===== config.mk =====
export PLATFORM = sky130hd
export DESIGN_NAME = squash_arbiter
export DESIGN_NICKNAME = d
export VERILOG_FILES = /design/src/rtl/sqarb_pkg.sv /design/src/rtl/sqarb_slot.sv /design/src/rtl/sqarb_hold.sv /design/src/rtl/squash_arbiter.sv
export SDC_FILE = /design/constraint.sdc
export NUM_CORES = 1
export LEC_CHECK = 0
export ABC_CLOCK_PERIOD_IN_PS = 800
export BUFFER_PORTS_ARGS = -buffer_cell sky130_fd_sc_hd__buf_2
export CAP_MARGIN = 25
export CORE_MARGIN = 5
export CORE_UTILIZATION = 43
export DETAILED_ROUTE_END_ITERATION = 10
export PLACE_DENSITY = 0.89
export SLEW_MARGIN = 20
export SYNTH_ARGS = -nofsm -noshare
export SYNTH_HDL_FRONTEND = slang
export SYNTH_SLANG_ARGS = --single-unit

===== constraint.sdc =====
create_clock -name clk -period 0.8 [get_ports clk]
set_input_delay 0.16 -clock clk [delete_from_list [all_inputs] [get_ports clk]]
set_output_delay 0.16 -clock clk [all_outputs]
set_load 0.03 [all_outputs]

===== src/rtl/sqarb_pkg.sv =====
package sqarb_pkg;

  localparam int DEF_SEQ_W = 16;
  localparam int DEF_PC_W  = 32;

  // Control flags carried along the slot chain.
  typedef struct packed {
    logic pend;      // a candidate squash is held
    logic redir;     // a redirect was acted on this cycle
    logic vio_live;  // violation not yet consumed by a memory slot
    logic dropped;   // violation consumed without effect
    logic incl;      // candidate includes its own instruction
    logic taken;     // candidate branch taken bit
  } chain_flags_t;

endpackage


===== src/rtl/sqarb_slot.sv =====
module sqarb_slot
  import sqarb_pkg::*;
#(
  parameter int SEQ_W = DEF_SEQ_W,
  parameter int PC_W  = DEF_PC_W
) (
  input  chain_flags_t     fl_i,
  input  logic [SEQ_W-1:0] seq_i,
  input  logic [PC_W-1:0]  pc_i,
  input  logic             valid,
  input  logic             mem,
  input  logic             load,
  input  logic             done,
  input  logic             mispred,
  input  logic             taken,
  input  logic [SEQ_W-1:0] slot_seq,
  input  logic [PC_W-1:0]  slot_npc,
  input  logic [SEQ_W-1:0] vio_seq,
  input  logic [PC_W-1:0]  vio_pc,
  output chain_flags_t     fl_o,
  output logic [SEQ_W-1:0] seq_o,
  output logic [PC_W-1:0]  pc_o
);

  logic examine;
  logic br_hit;
  logic vio_hit;

  // Slot is examined unless an older redirect is already held.
  assign examine = !fl_i.redir || !fl_i.pend || (seq_i > slot_seq);
  assign br_hit  = mispred && !(load && !done);
  assign vio_hit = fl_i.vio_live && mem;

  always_comb begin
    fl_o  = fl_i;
    seq_o = seq_i;
    pc_o  = pc_i;
    if (valid) begin
      if (examine) begin
        if (br_hit) begin
          fl_o.redir = 1'b1;
          if (!fl_i.pend || (slot_seq < seq_i)) begin
            fl_o.pend  = 1'b1;
            fl_o.incl  = 1'b0;
            fl_o.taken = taken;
            seq_o      = slot_seq;
            pc_o       = slot_npc;
          end
        end else if (vio_hit) begin
          fl_o.redir    = 1'b1;
          fl_o.vio_live = 1'b0;
          if (!fl_i.pend || (vio_seq <= seq_i)) begin
            fl_o.pend  = 1'b1;
            fl_o.incl  = 1'b1;
            fl_o.taken = 1'b0;
            seq_o      = vio_seq;
            pc_o       = vio_pc;
          end
        end
      end else if (vio_hit) begin
        fl_o.vio_live = 1'b0;
        fl_o.dropped  = 1'b1;
      end
    end
  end

endmodule


===== src/rtl/sqarb_hold.sv =====
module sqarb_hold
  import sqarb_pkg::*;
#(
  parameter int SEQ_W = DEF_SEQ_W,
  parameter int PC_W  = DEF_PC_W
) (
  input  logic             clk,
  input  logic             rst_n,
  input  logic             ld_en,
  input  chain_flags_t     fl_d,
  input  logic [SEQ_W-1:0] seq_d,
  input  logic [PC_W-1:0]  pc_d,
  output logic             sq_valid,
  output logic [SEQ_W-1:0] sq_seq,
  output logic [PC_W-1:0]  sq_pc,
  output logic             sq_incl,
  output logic             sq_taken,
  output logic             vio_dropped
);

  logic             valid_n, incl_n, taken_n, drop_n;
  logic [SEQ_W-1:0] seq_n;
  logic [PC_W-1:0]  pc_n;

  // Next state: fields are zeroed when no squash is held.
  always_comb begin
    valid_n = fl_d.pend;
    incl_n  = fl_d.pend & fl_d.incl;
    taken_n = fl_d.pend & fl_d.taken;
    seq_n   = fl_d.pend ? seq_d : '0;
    pc_n    = fl_d.pend ? pc_d  : '0;
    drop_n  = fl_d.dropped;
  end

  always_ff @(posedge clk or negedge rst_n) begin
    if (!rst_n) begin
      sq_valid    <= 1'b0;
      sq_seq      <= '0;
      sq_pc       <= '0;
      sq_incl     <= 1'b0;
      sq_taken    <= 1'b0;
      vio_dropped <= 1'b0;
    end else if (ld_en) begin
      sq_valid    <= valid_n;
      sq_seq      <= seq_n;
      sq_pc       <= pc_n;
      sq_incl     <= incl_n;
      sq_taken    <= taken_n;
      vio_dropped <= drop_n;
    end
  end

endmodule


===== src/rtl/squash_arbiter.sv =====
module squash_arbiter
  import sqarb_pkg::*;
#(
  parameter int LANES = 2,
  parameter int SEQ_W = DEF_SEQ_W,
  parameter int PC_W  = DEF_PC_W
) (
  input  logic                   clk,
  input  logic                   rst_n,
  input  logic [LANES-1:0]       ex_valid,
  input  logic [LANES-1:0]       ex_mem,
  input  logic [LANES-1:0]       ex_load,
  input  logic [LANES-1:0]       ex_done,
  input  logic [LANES-1:0]       ex_mispred,
  input  logic [LANES-1:0]       ex_taken,
  input  logic [LANES*SEQ_W-1:0] ex_seq,
  input  logic [LANES*PC_W-1:0]  ex_npc,
  input  logic                   vio_valid,
  input  logic [SEQ_W-1:0]       vio_seq,
  input  logic [PC_W-1:0]        vio_pc,
  output logic                   sq_valid,
  output logic [SEQ_W-1:0]       sq_seq,
  output logic [PC_W-1:0]        sq_pc,
  output logic                   sq_incl,
  output logic                   sq_taken,
  output logic                   vio_dropped
);

  localparam int STAGES = LANES + 1;

  chain_flags_t     fl  [STAGES];
  logic [SEQ_W-1:0] cseq[STAGES];
  logic [PC_W-1:0]  cpc [STAGES];

  // Chain head: nothing held, redirect tracking cleared for this cycle.
  always_comb begin
    fl[0]          = '0;
    fl[0].vio_live = vio_valid;
    cseq[0]        = '0;
    cpc[0]         = '0;
  end

  for (genvar i = 0; i < LANES; i++) begin : g_slot
    sqarb_slot #(.SEQ_W(SEQ_W), .PC_W(PC_W)) u_slot (
      .fl_i     (fl[i]),
      .seq_i    (cseq[i]),
      .pc_i     (cpc[i]),
      .valid    (ex_valid[i]),
      .mem      (ex_mem[i]),
      .load     (ex_load[i]),
      .done     (ex_done[i]),
      .mispred  (ex_mispred[i]),
      .taken    (ex_taken[i]),
      .slot_seq (ex_seq[i*SEQ_W +: SEQ_W]),
      .slot_npc (ex_npc[i*PC_W +: PC_W]),
      .vio_seq  (vio_seq),
      .vio_pc   (vio_pc),
      .fl_o     (fl[i+1]),
      .seq_o    (cseq[i+1]),
      .pc_o     (cpc[i+1])
    );
  end

  sqarb_hold #(.SEQ_W(SEQ_W), .PC_W(PC_W)) u_hold (
    .clk         (clk),
    .rst_n       (rst_n),
    .ld_en       (1'b1),
    .fl_d        (fl[LANES]),
    .seq_d       (cseq[LANES]),
    .pc_d        (cpc[LANES]),
    .sq_valid    (sq_valid),
    .sq_seq      (sq_seq),
    .sq_pc       (sq_pc),
    .sq_incl     (sq_incl),
    .sq_taken    (sq_taken),
    .vio_dropped (vio_dropped)
  );

endmodule


==> results_dict.tcl <==
set metrics [dict create \
    outcome "complete, but fails checks" \
    violations "setup timing" \
    gp_congestion 0.960 \
    tightest_slew_ns 0.388 \
    final_core_util 0.726 \
    grt_pass1_vias 5717 \
    grt-busiest-layer "met2" \
    antenna_cells 0 \
    grt_usage 0.283 \
    num_rows 37 \
    setup_viol 104 \
    ys_seq_area_frac 0.294 \
    synth_edf_count 0 \
    fmax_mhz 358 \
    syn2layout_area_growth_pct 67.0 \
    cts_tree "built" \
    initialDrtViolationCount 542 \
    vdd_drop_max_mv 0.687 \
    via_count 5685 \
    syn_inst 515 \
    met2_usage 0.507 \
    cts_inserted_buffers 5 \
    numPortBuffers 210 \
    ys_ff_latch 52 \
    cpMaxStageDelayCell "or4_4" \
    firstDrtPassIters 6 \
    wirelength_um 19700 \
    clock-sinks 52 \
    crit_top_cell "buf_4" \
    viasPerCell 6.02 \
    synth_top_area_share 0.294 \
    worstPathArrival_ns 2.97 \
    place_area_mm2 0.00630 \
    total_power_uw 9660 \
    cpPeakStageDelay_ns 0.56 \
    timing.critical_path.to "u_hold.sq_pc[28]" \
    core_area_mm2 0.0102 \
    die_h_um 111 \
    cp.buffers_inverters 5 \
    syn_area_mm2 0.00443 \
    fin_nets 998 \
    drcViolationCount 0 \
    wl_per_cell_um 20.9 \
    worstPathRequired_ns 0.98 \
    maxSlewViolCount 0 \
    antenna_found_initial 0 \
    synth_top_area_cell "dfrtp_1" \
    drive_above_1_share 0.495 \
    synth_nets 705 \
    fillCellCount 697 \
    crit_type "in2reg" \
    fin_ws_ns -1.99 \
    ys.flop_type "dfrtp_1" \
    max_cap_violations 0 \
    htree_num_levels 2 \
    initial_core_util 0.435 \
    grt-ovfl-total 0 \
    min_path_type "in2reg" \
    crit_start "ex_done[0]" \
    crit_chain "buf_6, nand2b_4, buf_8, and2_4, a22oi_2, ha_4, buf_4, nand4_1, or4_4, a211oi_4, a41o_4, buf_4, clkbuf_16, mux2i_1, a22oi_1" \
    grt_max_degree 30 \
    final_cell_area_mm2 0.00739 \
    dpl.hpwl_um 12700 \
    max_slew_margin 0.740 \
    cts.clk_slew.worst_paths_ns 0.11 \
    ys_warn_count 0 \
    synth_area_per_cell_um2 8.60 \
    dieArea_mm2 0.0124 \
    worst_setup_path_end_kind "flip-flop" \
    fin_crit_ns 2.79 \
    root_buffer "clkbuf_8" \
    boundaryPins 211 \
    cts_buffer_depth 2 \
    post-route-period-util 3.49 \
    cpLargestDelayFamily "simple AND/OR/NAND/NOR gates" \
    power_leakage_uw 0.00352 \
    use_met3 0.0495 \
    crit_cells 15 \
    die_w_um 111 \
    rsz0062_at_grt "yes" \
    ys_async_sr_fraction 1.00 \
    finalHoldViolCount 0 \
    grtUsageMet1 0.322 \
    synth.area.top_cells "dfrtp_1 29%, a22oi_1 16%, ha_1 8.8%, mux2i_1 7.9%, and2_1 5.4%" \
    crit_fanout 9 \
    antenna_left 0 \
    grt_pass1_wl_um 28600 \
    worst_hold_slack_ns 0.0738 \
    cp-start-kind "primary input" \
    power_density_mw_per_mm2 1310 \
    yosys.cell_types.count 47 \
]
## cell families (layout without fill, tap and decap cells)
group / count (synthesis) / count (layout) / share of synthesized area
and+or+nand+nor: 198 / 200 / 0.222
AOI/OAI and AO/OA: 152 / 153 / 0.258
DFF: 52 / 52 / 0.294
buffers and inverters: 47 / 337 / 0.0594
muxes: 35 / 35 / 0.0791
adders and majority gates: 31 / 31 / 0.0876
## timing repair
| item | in CTS | in global routing |
|---|---|---|
| gates cloned | 4 | 2 |
| endpoints found under the hold margin | 52 | 0 |
| endpoints found under the setup margin | 104 | 104 |
| gates resized for setup | 142 | 33 |
| buffers inserted | 14 | 8 |
| hold buffers | 1 | 0 |
| pin swaps | 27 | 18 |
## registers in the layout, summed over array words and instances (netlist names)
register / count
u_hold.vio_dropped: 1
u_hold.sq_pc: 32
u_hold.sq_seq: 16
u_hold.sq_valid: 1
u_hold.sq_taken: 1
u_hold.sq_incl: 1
## per-stage QoR
| stage | cells | setup WS [ns] | setup TNS, ns |
|---|---|---|---|
| 2_1_floorplan | 515 | -2.11 | -105.65 |
| 3_3_place_gp | 908 | -2.35 | -114.33 |
| 3_5_place_dp | 908 | -2.50 | -121.40 |
| 4_1_cts | 934 | -1.93 | -103.26 |
| 5_1_grt | 944 | -2.07 | -112.42 |
| 6_report | 944 | -1.99 | -106.65 |
## final cells by class
type / count / area (um2) / area share
repair buffers: 327 / 2520 / 0.342
well taps: 136 / 170 / 0.0230
inverters: 3 / 11.3 / 0.00152
flip-flops and latches: 52 / 1300 / 0.176
clock buffers: 6 / 72.6 / 0.00982
clock inverters: 1 / 5.00 / 0.000677
multi-input cells: 419 / 3310 / 0.447
## cells in the final DEF, fill, tap and decap left out, types with 7 or more instances in the layout
cell type  synthesis  routed
o2bb2ai_1         11       7
a21oi_1           19      15
buf_4              1      91
buf_2              4     156
dfrtp_1           52      52
and2_1            38      35
mux2i_1           35      34
buf_6              2      62
a22oi_2            1      19
a22oi_1           92      74
nand2_1           51      49
ha_4               0       7
and3_1            37      37
nor2_1            54      53
buf_12             1      13
ha_1              31      23
## worst min path at each step
stage / cells past startpoint / endpoint / startpoint / slack, ns
global route: 2 / u_hold.sq_taken / ex_taken[1] / 0.1
floorplan: 0 / u_hold.sq_incl / rst_n / -0.14
CTS: 2 / u_hold.sq_taken / ex_taken[1] / 0.07
global placement: 2 / u_hold.sq_pc[31] / rst_n / 0.14
finish: 2 / u_hold.sq_taken / ex_taken[1] / 0.07
detailed placement: 2 / u_hold.sq_pc[3] / rst_n / 0.14
## power by group
part	internal, uW	switching [uW]	total, uW
Combinational	2390	2650	5040
Clock	600	910	1510
Sequential	2940	167	3110
Total	5930	3730	9660
## cell usage after synthesis (all sizes together), types with 2 or more instances
cell type	n
a211oi	3
a21o	3
a21oi	20
a22oi	93
a31oi	2
a41o	2
and2	38
and3	37
buf	12
clkbuf	32
dfrtp	52
ha	31
inv	3
mux2i	35
nand2	52
nand2b	2
nand3	3
nand4	5
nor2	54
nor3	2
o211ai	3
o21ai	7
o2bb2ai	11
## per-layer routing
metal | wire, um | part of all wire
met1 | 6950 | 0.35
met2 | 9900 | 0.50
met3 | 1810 | 0.092
met4 | 1020 | 0.052
met5 | 0 | 0
Note: power is estimated with default switching activity, not from simulation.
